### src/rtl/sfs_pkg.sv
package sfs_pkg;

  // control -> datapath strobes
  typedef struct packed {
    logic runClear;
    logic countPulse;
    logic ovWatch;
    logic uvWatch;
  } sfsStrobe_t;

  // datapath -> control status
  typedef struct packed {
    logic       ovTrip;
    logic       uvTrip;
    logic       uvArmed;
    logic       rampDone;
    logic [1:0] stepIdx;
  } sfsStatus_t;

endpackage

### src/rtl/sfs_persist.sv
module sfs_persist #(
  parameter int DLY = 4
) (
  input  logic clk,
  input  logic rstN,
  input  logic clear,
  input  logic watch,
  input  logic cond,
  output logic trip
);
  localparam int CW = (DLY < 2) ? 1 : $clog2(DLY);
  localparam logic [CW-1:0] LAST = CW'(DLY - 1);

  logic [CW-1:0] runLen;

  assign trip = watch && cond && (runLen == LAST);

  always_ff @(posedge clk or negedge rstN) begin
    if (!rstN)                      runLen <= '0;
    else if (clear || !watch || !cond) runLen <= '0;
    else if (runLen != LAST)         runLen <= runLen + 1'b1;
  end

  AST_PERSIST_BOUND: assert property (@(posedge clk) disable iff (!rstN)
    runLen <= LAST);
  AST_PERSIST_RESTART: assert property (@(posedge clk) disable iff (!rstN)
    (!cond && !clear) |=> (runLen == '0));

endmodule

### src/rtl/sfs_datapath.sv
module sfs_datapath
  import sfs_pkg::*;
#(
  parameter int FB_W        = 10,
  parameter int STEP_PULSES = 128,
  parameter int BLANK_PULSES = 512,
  parameter int OV_DELAY    = 2000,
  parameter int UV_DELAY    = 250
) (
  input  logic            clk,
  input  logic            rstN,
  input  sfsStrobe_t      strobe,
  input  logic [FB_W-1:0] fbCode,
  input  logic [FB_W-1:0] refCode,
  output sfsStatus_t      status
);
  localparam int RAMP_TOTAL = 4 * STEP_PULSES;
  localparam int TOTAL = (RAMP_TOTAL > BLANK_PULSES) ? RAMP_TOTAL : BLANK_PULSES;
  localparam int CW = $clog2(TOTAL + 1);
  localparam int PW = FB_W + 4;
  localparam logic [CW-1:0] CNT_MAX = CW'(TOTAL);
  localparam logic [CW-1:0] STEP1   = CW'(STEP_PULSES);
  localparam logic [CW-1:0] STEP2   = CW'(2 * STEP_PULSES);
  localparam logic [CW-1:0] STEP3   = CW'(3 * STEP_PULSES);
  localparam logic [CW-1:0] STEP4   = CW'(RAMP_TOTAL);
  localparam logic [CW-1:0] ARM_AT  = CW'(BLANK_PULSES);

  logic [CW-1:0] pulseCnt;
  logic [PW-1:0] fbWide, refWide;
  logic          ovRaw, uvRaw;
  logic          ovTrip, uvTrip;
  logic [1:0]    stepIdx;

  // pulse counter shared by ramp and blanking
  always_ff @(posedge clk or negedge rstN) begin
    if (!rstN)                                        pulseCnt <= '0;
    else if (strobe.runClear)                         pulseCnt <= '0;
    else if (strobe.countPulse && pulseCnt != CNT_MAX) pulseCnt <= pulseCnt + 1'b1;
  end

  always_comb begin
    if (pulseCnt >= STEP3)      stepIdx = 2'd3;
    else if (pulseCnt >= STEP2) stepIdx = 2'd2;
    else if (pulseCnt >= STEP1) stepIdx = 2'd1;
    else                        stepIdx = 2'd0;
  end

  // threshold comparisons in integer form
  assign fbWide  = PW'(fbCode);
  assign refWide = PW'(refCode);
  assign ovRaw = (fbWide * PW'(4))  > (refWide * PW'(5));
  assign uvRaw = (fbWide * PW'(10)) < (refWide * PW'(7));

  sfs_persist #(.DLY(OV_DELAY)) uOvFilt (
    .clk(clk), .rstN(rstN), .clear(strobe.runClear),
    .watch(strobe.ovWatch), .cond(ovRaw), .trip(ovTrip));

  sfs_persist #(.DLY(UV_DELAY)) uUvFilt (
    .clk(clk), .rstN(rstN), .clear(strobe.runClear),
    .watch(strobe.uvWatch), .cond(uvRaw), .trip(uvTrip));

  assign status.ovTrip   = ovTrip;
  assign status.uvTrip   = uvTrip;
  assign status.uvArmed  = (pulseCnt >= ARM_AT);
  assign status.rampDone = (pulseCnt >= STEP4);
  assign status.stepIdx  = stepIdx;

  AST_CNT_BOUND: assert property (@(posedge clk) disable iff (!rstN)
    pulseCnt <= CNT_MAX);
  AST_STEP_MONO: assert property (@(posedge clk) disable iff (!rstN)
    !strobe.runClear |=> (stepIdx >= $past(stepIdx)));
  AST_BLANK_GUARD: assert property (@(posedge clk) disable iff (!rstN)
    uvTrip |-> (pulseCnt >= ARM_AT));
  AST_CLEAR_ZERO: assert property (@(posedge clk) disable iff (!rstN)
    strobe.runClear |=> (pulseCnt == '0));

endmodule

### src/rtl/sfs_ctrl.sv
module sfs_ctrl
  import sfs_pkg::*;
(
  input  logic       clk,
  input  logic       rstN,
  input  logic       vddAboveOn,
  input  logic       vddAboveOff,
  input  logic       enIn,
  input  logic       hsPulse,
  input  sfsStatus_t status,
  output sfsStrobe_t strobe,
  output logic [2:0] ilimQuarter,
  output logic       forceBothLow,
  output logic       forceLowOn,
  output logic       softStartDone
);
  logic supplyOk;
  logic active;
  logic ovLatch, uvLatch;
  logic anyFault;

  // supply hysteresis
  always_ff @(posedge clk or negedge rstN) begin
    if (!rstN)            supplyOk <= 1'b0;
    else if (vddAboveOn)  supplyOk <= 1'b1;
    else if (!vddAboveOff) supplyOk <= 1'b0;
  end

  assign active   = supplyOk && enIn;
  assign anyFault = ovLatch || uvLatch;

  assign strobe.runClear   = !active;
  assign strobe.countPulse = active && hsPulse && !anyFault;
  assign strobe.ovWatch    = active && !anyFault;
  assign strobe.uvWatch    = active && !anyFault && status.uvArmed;

  // fault latches, overvoltage first
  always_ff @(posedge clk or negedge rstN) begin
    if (!rstN) begin
      ovLatch <= 1'b0;
      uvLatch <= 1'b0;
    end else if (!active) begin
      ovLatch <= 1'b0;
      uvLatch <= 1'b0;
    end else if (!anyFault) begin
      if (status.ovTrip)      ovLatch <= 1'b1;
      else if (status.uvTrip) uvLatch <= 1'b1;
    end
  end

  assign forceBothLow  = !active || uvLatch;
  assign forceLowOn    = active && ovLatch;
  assign ilimQuarter   = active ? ({1'b0, status.stepIdx} + 3'd1) : 3'd0;
  assign softStartDone = active && status.rampDone;

  AST_FAULT_ONEHOT: assert property (@(posedge clk) disable iff (!rstN)
    $onehot0({ovLatch, uvLatch}));
  AST_OV_HOLD: assert property (@(posedge clk) disable iff (!rstN)
    (active && $past(active) && $past(ovLatch)) |-> ovLatch);
  AST_UV_HOLD: assert property (@(posedge clk) disable iff (!rstN)
    (active && $past(active) && $past(uvLatch)) |-> uvLatch);
  AST_IDLE_CLEARS: assert property (@(posedge clk) disable iff (!rstN)
    !active |=> (!ovLatch && !uvLatch));
  AST_GATES_DISJOINT: assert property (@(posedge clk) disable iff (!rstN)
    !(forceBothLow && forceLowOn));

endmodule

### src/rtl/softstart_fault_sup.sv
module softstart_fault_sup
  import sfs_pkg::*;
#(
  parameter int FB_W         = 10,
  parameter int STEP_PULSES  = 128,
  parameter int BLANK_PULSES = 512,
  parameter int OV_DELAY     = 2000,
  parameter int UV_DELAY     = 250
) (
  input  logic            clk,
  input  logic            rstN,
  input  logic            vddAboveOn,
  input  logic            vddAboveOff,
  input  logic            enIn,
  input  logic            hsPulse,
  input  logic [FB_W-1:0] fbCode,
  input  logic [FB_W-1:0] refCode,
  output logic [2:0]      ilimQuarter,
  output logic            forceBothLow,
  output logic            forceLowOn,
  output logic            softStartDone
);
  sfsStrobe_t strobe;
  sfsStatus_t status;

  sfs_ctrl uCtrl (
    .clk(clk), .rstN(rstN),
    .vddAboveOn(vddAboveOn), .vddAboveOff(vddAboveOff),
    .enIn(enIn), .hsPulse(hsPulse),
    .status(status), .strobe(strobe),
    .ilimQuarter(ilimQuarter), .forceBothLow(forceBothLow),
    .forceLowOn(forceLowOn), .softStartDone(softStartDone));

  sfs_datapath #(
    .FB_W(FB_W), .STEP_PULSES(STEP_PULSES), .BLANK_PULSES(BLANK_PULSES),
    .OV_DELAY(OV_DELAY), .UV_DELAY(UV_DELAY)
  ) uDp (
    .clk(clk), .rstN(rstN), .strobe(strobe),
    .fbCode(fbCode), .refCode(refCode), .status(status));

endmodule

### config.mk
export PLATFORM = sky130hd
export DESIGN_NAME = softstart_fault_sup
export DESIGN_NICKNAME = d
export VERILOG_FILES = /design/src/rtl/sfs_pkg.sv /design/src/rtl/sfs_persist.sv /design/src/rtl/sfs_datapath.sv /design/src/rtl/sfs_ctrl.sv /design/src/rtl/softstart_fault_sup.sv
export SDC_FILE = /design/constraint.sdc
export NUM_CORES = 1
export LEC_CHECK = 0
export ABC_AREA = 1
export BUFFER_PORTS_ARGS = -buffer_cell sky130_fd_sc_hd__buf_2
export CORE_ASPECT_RATIO = 1.4
export CORE_MARGIN = 5
export CORE_UTILIZATION = 51
export CTS_CLUSTER_DIAMETER = 120
export DETAILED_ROUTE_END_ITERATION = 16
export PLACE_DENSITY = 0.81
export SYNTH_ARGS = -nofsm -noshare
export SYNTH_HDL_FRONTEND = slang
export SYNTH_SLANG_ARGS = --single-unit
### constraint.sdc
create_clock -name clk -period 1.9 [get_ports clk]
set_input_delay 0 -clock clk [delete_from_list [all_inputs] [get_ports clk]]
set_output_delay 0 -clock clk [all_outputs]
set_load 0.01 [all_outputs]
==> results.md, run 1 <==
- Status: finished with violations
- Violations in the final reports: negative setup slack
- CP arrival: 3.16 ns
- CP Max Fanout: 2
- I/O Buffers: 31
- Via Count: 3790
- H-tree levels: 2
- Final Instance Count excl. Fillers: 702
- Ratio of final minimum period to clock period: 155%
- CP dominant cell by count: nand2_1
- Post-Place Cells: 684
- Filler cells: 553
- Average size of a mapped cell: 7.72 sq um
- Sequential Area: 801 sq um
- Crit-path cells: buf_8 -> fa_1 -> ha_2 -> fa_2 -> a21oi_2 -> o21bai_2 -> a21oi_2 -> nor2_1 -> nor2_1 -> xor2_1 -> ha_1 -> nand2_1 -> inv_1 -> nand2_1 -> nand2_1 -> nand2_1 -> nand2_1 -> nand2_1 -> nand3_2 -> nor2_4 -> nand3_2 -> a21oi_2
- Detailed Route WL: 10.2 mm
- Worst path slowest cell: fa_1
- Hold Vio Cnt, Final: 0
- Post-route DRC: 0
- Async S/R FF share, synth: 100%
- Post-synth top area cell: ha_1
- Pre-Repair DR Iteration Count: 4
- Area grow syn2layout: 34.5%
- Row count: 37
- TritonCTS clock tree: done
- I/O pin total: 32
- Clock root buffer: clkbuf_8
- Core outline area: 0.00731 sq mm
- Post-route ant nets: 0
- Post-synth top area share: 23.5%
- Worst Setup Slack, final: -1.05 ns
- Yosys cell types: 34
- Flops & latches, synth: 32
- Final Max Slew Viols: 0
- Top post-synthesis cells by area: ha_1, dfrtp_1, nand2_1
- Vias in the first global route: 3851
- Yosys warns: 0
- Die Wd: 82.8 um
- Post-synth EDFFs: 0
- Setup Skew: 0.00787 ns
- Min-delay worst type: primary input to flop
- Layout cells sized above 1: 28.9%
- Main synth FF type: dfrtp_1
- Crit path kind: primary input to flop
- Post-Layout Inst Area: 0.00509 sq mm
- RSZ-0062 raised after global routing: yes
- Mapped cell area: 0.00378 sq mm
- Avg WL per Cell: 14.5 um
- Initial Utilization: 51.7%
- Worst-path clk slew: 0.06 ns
- Largest net degree at the start of global routing: 33
- VDD IR-drop max: 394 uV
- Min cycle time layout: 2.95 ns
- DRT iter0 DRCs: 171
- Power Dens Cells: 580 mW/mm^2
- Critical Path End Type: flop
- Ant. Diodes: 0
- First-pass GRT wire length: 15.8 mm
- Post-synthesis sequential area ratio: 21.2%
- Gr ovfl total: 0
- TritonCTS buffer count: 5
- Worst slew margin: 52.1%
- Syn Inst Count: 490
- Die Y: 112 um
- Clk_lat worst skew: 0.28 ns
- GRT Overall Usage: 21.2%
- Sink Count: 32
- Initial antenna violation count: 0
- Lkg Pwr: 2.53 nW
- Post-DP Area: 0.00465 sq mm
- Slew @ Worst Pin: 0.718 ns
- Final #Nets: 713
- Reg-to-reg slack, setup: -0.02 ns
- F_max: 0.339 GHz
- Delay of the slowest critical-path stage: 0.49 ns
- Maxcap violations: 0
- CTS Buffer Depth: 2
- CP Launch Type: primary input
- Synth Net Count: 599
- Vias per cell: 5.40
- Worst Path Required: 2.11 ns
- Final GP Congestion: 0.832
- Final Setup Violations: 21
- Area of the multi-input gates: 0.00298 sq mm
- Die area: 0.00926 sq mm
- Detailed Place HPWL: 7.33 mm
[cell families after synthesis]
group                    Yosys count  share of synthesized area (%)
adder cells (fa/ha/maj)           83                           29.8
AND/OR/NAND/NOR                  202                           24.1
XOR/XNOR                          32                           7.41
buffers and inverters             73                           7.38
AO/OA/AOI/OAI                     68                           10.1
flip-flops                        32                           21.2
[cell type report]
class                   count  share of cell area (%)
repair buffers            109                    16.1
flip-flops and latches     32                    15.7
multi-input cells         385                    58.6
well taps                  97                    2.39
inverters                  71                    5.34
clock buffers               8                    1.77
[cell usage after synthesis (all sizes together) (3+ instances only)]
| cell type | instances |
|---|---|
| nand4 | 11 |
| nand2 | 91 |
| a21o | 3 |
| xor2 | 23 |
| inv | 69 |
| o211ai | 4 |
| nor3 | 18 |
| nor2 | 55 |
| xnor2 | 9 |
| ha | 71 |
| o21bai | 4 |
| nor3b | 3 |
| nand3 | 21 |
| a21oi | 36 |
| dfrtp | 32 |
| fa | 12 |
| o21ai | 15 |
[layer usage]
metal	track usage, %	part of all wire, %
met3	1.86	2.8
met5	0	0
met1	20.9	36
met4	10.0	5.4
met2	41.7	56
[report_power, final]
part / internal, W / total (W) / switching, W
combinational: 0.000790 / 0.00171 / 0.000922
clock: 0.000295 / 0.000538 / 0.000243
sequential: 0.000690 / 0.000700 / 0.0000100
total: 0.00177 / 0.00295 / 0.00117
[timing repair]
item                                    4_1_cts  5_1_grt
hold endpoints to repair                     33        0
hold buffers                                  3        0
pin swaps                                    24       27
setup buffers                                 5        2
gates resized for setup                      28       30
endpoints found under the setup margin       21       22
[critical path, delay by kind of cell]
kind / cells / cell delay (ns)
AO/OA/AOI/OAI: 4 / 0.56
XOR/XNOR: 1 / 0.16
adder cells (fa/ha/maj): 4 / 1.31
buffers and inverters: 2 / 0.15
AND/OR/NAND/NOR: 11 / 0.98
[stage by stage]
step	setup TNS [ns]	power, W	utilization, %	hold WS [ns]	setup WS [ns]
6_report	-16.70	0.00295	69.5	0.0860	-1.05
5_1_grt	-20.21	0.00317	69.5	0.109	-1.26
4_1_cts	-14.87	0.00275	67.3	0.0939	-0.827
3_5_place_dp	-21.68	0.00214	63.6	0.0936	-1.18
3_3_place_gp	-20.07	0.00208	63.6	0.0876	-1.02
2_1_floorplan	-11.68	0.00158	-	-0.296	-0.780
[cell usage in the layout (no fill, tap or decap), types with 5 or more instances in the layout]
master and n:
nand2_1 85, nand4_1 11, a21oi_1 26, xor2_1 23, nand2_2 6, buf_4 70, fa_1 10, nor3_2 6
ha_4 8, dfrtp_1 32, o21ai_1 5, a21oi_2 10, nor2_1 43, nand3_1 15, nor2_2 7, ha_1 62
nor3_1 11, o21ai_0 9, clkbuf_8 6, inv_1 66, buf_2 27, nor2_4 5, xnor2_1 9
[worst paths after layout]
| kind | start | endpoint | cells after the start |
|---|---|---|---|
| setup reg to reg | uDp.uOvFilt.runLen[0]$_DFFE_PN0P_ | uDp.uOvFilt.runLen[7]$_DFFE_PN0P_ | 9 |
| setup / recovery | refCode[0] | uCtrl.uvLatch$_DFFE_PN0P_ | 22 |
| min in group asynchronous | rstN | uDp.uOvFilt.runLen[6]$_DFFE_PN0P_ | 2 |
| hold / removal | enIn | uCtrl.uvLatch$_DFFE_PN0P_ | 3 |
| max in group asynchronous | rstN | uDp.uUvFilt.runLen[3]$_DFFE_PN0P_ | 2 |
| hold reg to reg | uDp.uUvFilt.runLen[7]$_DFFE_PN0P_ | uDp.uUvFilt.runLen[7]$_DFFE_PN0P_ | 2 |
[flip-flops by register name, summed over array words and instances, names as in the netlist]
signal / flops
uDp.uOvFilt.runLen: 11
uDp.pulseCnt: 10
uDp.uUvFilt.runLen: 8
uCtrl.ovLatch: 1
uCtrl.supplyOk: 1
uCtrl.uvLatch: 1
No activity file was read; power rests on OpenSTA's default activity.
==> run 2: changes to the inputs <==
SKIP_LAST_GASP = 1   (was unset)
==> results.md, run 2 (same netlist as run 1, synthesis figures left out) <==
- Status: finished with violations
- Violations in the final reports: negative setup slack
- Final design utilization: 69.5% (unchanged)
- Worst Path Required: 2.11 ns (about the same)
- Final Setup Violations: 21 (unchanged)
- Critical Path End Type: flop
- Sink Count: 32 (unchanged)
- CP Launch Type: primary input
- Area of the multi-input gates: 0.00298 sq mm (unchanged)
- Post-Layout Inst Area: 0.00509 sq mm (unchanged)
- Pre-Repair DR Iteration Count: 4 (unchanged)
- Maxcap violations: 0 (unchanged)
- Worst Setup Slack, final: -1.05 ns (unchanged)
- GRT Overall Usage: 21.2% (unchanged)
- RSZ-0062 raised after global routing: yes
- Vias in the first global route: 3851 (unchanged)
- Filler cells: 553 (unchanged)
- CP dominant cell by count: nand2_1
- Ant. Diodes: 0 (unchanged)
- Reg2reg path depth: 9 (unchanged)
- Initial Utilization: 51.7% (unchanged)
- Gr ovfl total: 0 (unchanged)
- Avg WL per Cell: 14.5 um (unchanged)
- Row count: 37 (unchanged)
- Core outline area: 0.00731 sq mm (unchanged)
- Post-route DRC: 0 (unchanged)
- Die area: 0.00926 sq mm (unchanged)
- Lkg Pwr: 2.53 nW (unchanged)
- TritonCTS buffer count: 5 (unchanged)
- Delay of the slowest critical-path stage: 0.49 ns (about the same)
- Die Y: 112 um (unchanged)
- Min-delay worst type: primary input to flop
- First-pass GRT wire length: 15.8 mm (unchanged)
- Clk_lat worst skew: 0.28 ns (about the same)
- Initial antenna violation count: 0 (unchanged)
- Final GP Congestion: 0.832 (unchanged)
- Worst-path clk slew: 0.06 ns (about the same)
- Detailed Place HPWL: 7.33 mm (unchanged)
- I/O Buffers: 31 (unchanged)
- Reg-to-reg slack, setup: -0.02 ns (about the same)
- Hold Vio Cnt, Final: 0 (unchanged)
- Crit path from: refCode[0]
- Pwr Total: 0.00295 W (unchanged)
- Slew @ Worst Pin: 0.718 ns (unchanged)
- Post-route ant nets: 0 (unchanged)
- CP Max Fanout: 2 (unchanged)
- Largest Register: uDp.uOvFilt.runLen
- Detailed Route WL: 10.2 mm (unchanged)
- HP Start: enIn
- Hold Path End: uCtrl.uvLatch$_DFFE_PN0P_
- F_max: 0.339 GHz (unchanged)
- TritonCTS clock tree: done
- Crit path kind: primary input to flop
- Final Max Slew Viols: 0 (unchanged)
- Die Wd: 82.8 um (unchanged)
- Sequential Area: 801 sq um (unchanged)
- CTS Buffer Depth: 2 (unchanged)
- Final Instance Count excl. Fillers: 702 (unchanged)
- FF-to-FF End: uDp.uOvFilt.runLen[7]$_DFFE_PN0P_
- Power Dens Cells: 580 mW/mm^2 (unchanged)
- Post-DP Area: 0.00465 sq mm (unchanged)
- Worst R2R Start: uDp.uOvFilt.runLen[0]$_DFFE_PN0P_
- Worst slew margin: 52.1% (unchanged)
- Post-Place Cells: 684 (unchanged)
- H-tree levels: 2 (unchanged)
- Biggest regs: uDp.uOvFilt.runLen: 11 flops, uDp.pulseCnt: 10 flops, uDp.uUvFilt.runLen: 8 flops
- Final #Nets: 713 (unchanged)
- Max reg flops: 11 (unchanged)
- CP arrival: 3.16 ns (about the same)
- Layout cells sized above 1: 28.9% (unchanged)
- VDD IR-drop max: 394 uV (unchanged)
- Crit-path cells: buf_8 -> fa_1 -> ha_2 -> fa_2 -> a21oi_2 -> o21bai_2 -> a21oi_2 -> nor2_1 -> nor2_1 -> xor2_1 -> ha_1 -> nand2_1 -> inv_1 -> nand2_1 -> nand2_1 -> nand2_1 -> nand2_1 -> nand2_1 -> nand3_2 -> nor2_4 -> nand3_2 -> a21oi_2
- Most common cell after layout, fill and taps aside: nand2_1
- Via Count: 3790 (unchanged)
- Worst path slowest cell: fa_1
- I/O pin total: 32 (unchanged)
- Area grow syn2layout: 34.5% (unchanged)
- Worst hold path cell count: 3 (unchanged)
- Setup Skew: 0.00787 ns (unchanged)
- DRT iter0 DRCs: 171 (unchanged)
- Largest net degree at the start of global routing: 33 (unchanged)
- Clock root buffer: clkbuf_8
- Ratio of final minimum period to clock period: 155% (unchanged)
- Min cycle time layout: 2.95 ns (unchanged)
- Vias per cell: 5.40 (unchanged)
- Most frequent cells in the layout: nand2_1, buf_4, inv_1, ha_1, nor2_1
==> run 2: cell counts in the layout (fill, tap and decap cells not counted) <==
Identical to the previous run, type by type.
==> run 2: worst max-delay path by stage <==
stage,cells after the start,endpoint
4_1_cts,22,uCtrl.uvLatch$_DFFE_PN0P_
2_1_floorplan,21,uDp.uUvFilt.runLen[2]$_DFFE_PN0P_
6_report,22,uCtrl.uvLatch$_DFFE_PN0P_
3_3_place_gp,22,uDp.uUvFilt.runLen[2]$_DFFE_PN0P_
3_5_place_dp,22,uDp.uUvFilt.runLen[2]$_DFFE_PN0P_
5_1_grt,22,uCtrl.uvLatch$_DFFE_PN0P_
==> run 2: per-stage QoR <==
| stage | worst slack (ns) | hold slack (ns) | TNS (ns) |
|---|---|---|---|
| 6_report | -1.05 | 0.0860 | -16.70 |
| 5_1_grt | -1.26 | 0.109 | -20.21 |
| 4_1_cts | -0.827 | 0.0939 | -14.87 |
| 3_5_place_dp | -1.18 | 0.0936 | -21.68 |
| 3_3_place_gp | -1.02 | 0.0876 | -20.07 |
| 2_1_floorplan | -0.780 | -0.296 | -11.68 |
==> run 2: worst max-delay path, delay by kind of cell <==
| kind | cells | cell delay (ns) |
|---|---|---|
| fa+ha+maj | 4 | 1.31 |
| simple gates | 11 | 0.98 |
| compound gates | 4 | 0.56 |
| xor+xnor | 1 | 0.16 |
| buf+inv | 2 | 0.15 |
==> run 2: final cells by class <==
class                           instances  share of cell area (%)
Clock buffer                            8                    1.77
Inverter                               71                    5.34
Multi-Input combinational cell        385                    58.6
Sequential cell                        32                    15.7
Tap cell                               97                    2.39
Timing Repair Buffer                  109                    16.1
==> run 2: report_power, final <==
part | switching, W | internal [W] | total [W]
Clock | 0.000243 | 0.000295 | 0.000538
Sequential | 0.0000100 | 0.000690 | 0.000700
Combinational | 0.000922 | 0.000790 | 0.00171
==> run 2: what timing repair did <==
item                                    in CTS  in global routing
pin swaps                                   24                 27
endpoints found under the setup margin      21                 22
setup buffers                                5                  2
gates resized for setup                     28                 30
gates cloned                                 0                  0
hold endpoints to repair                    33                  0
hold buffers                                 3                  0
==> run 2: layer usage <==
layer,up-vias,GRT usage [%],wire length (um)
met3,43,1.86,282
li1,1850,-,-
met1,1796,20.9,3680
met4,0,10.0,548
met2,101,41.7,5680
met5,-,0,0
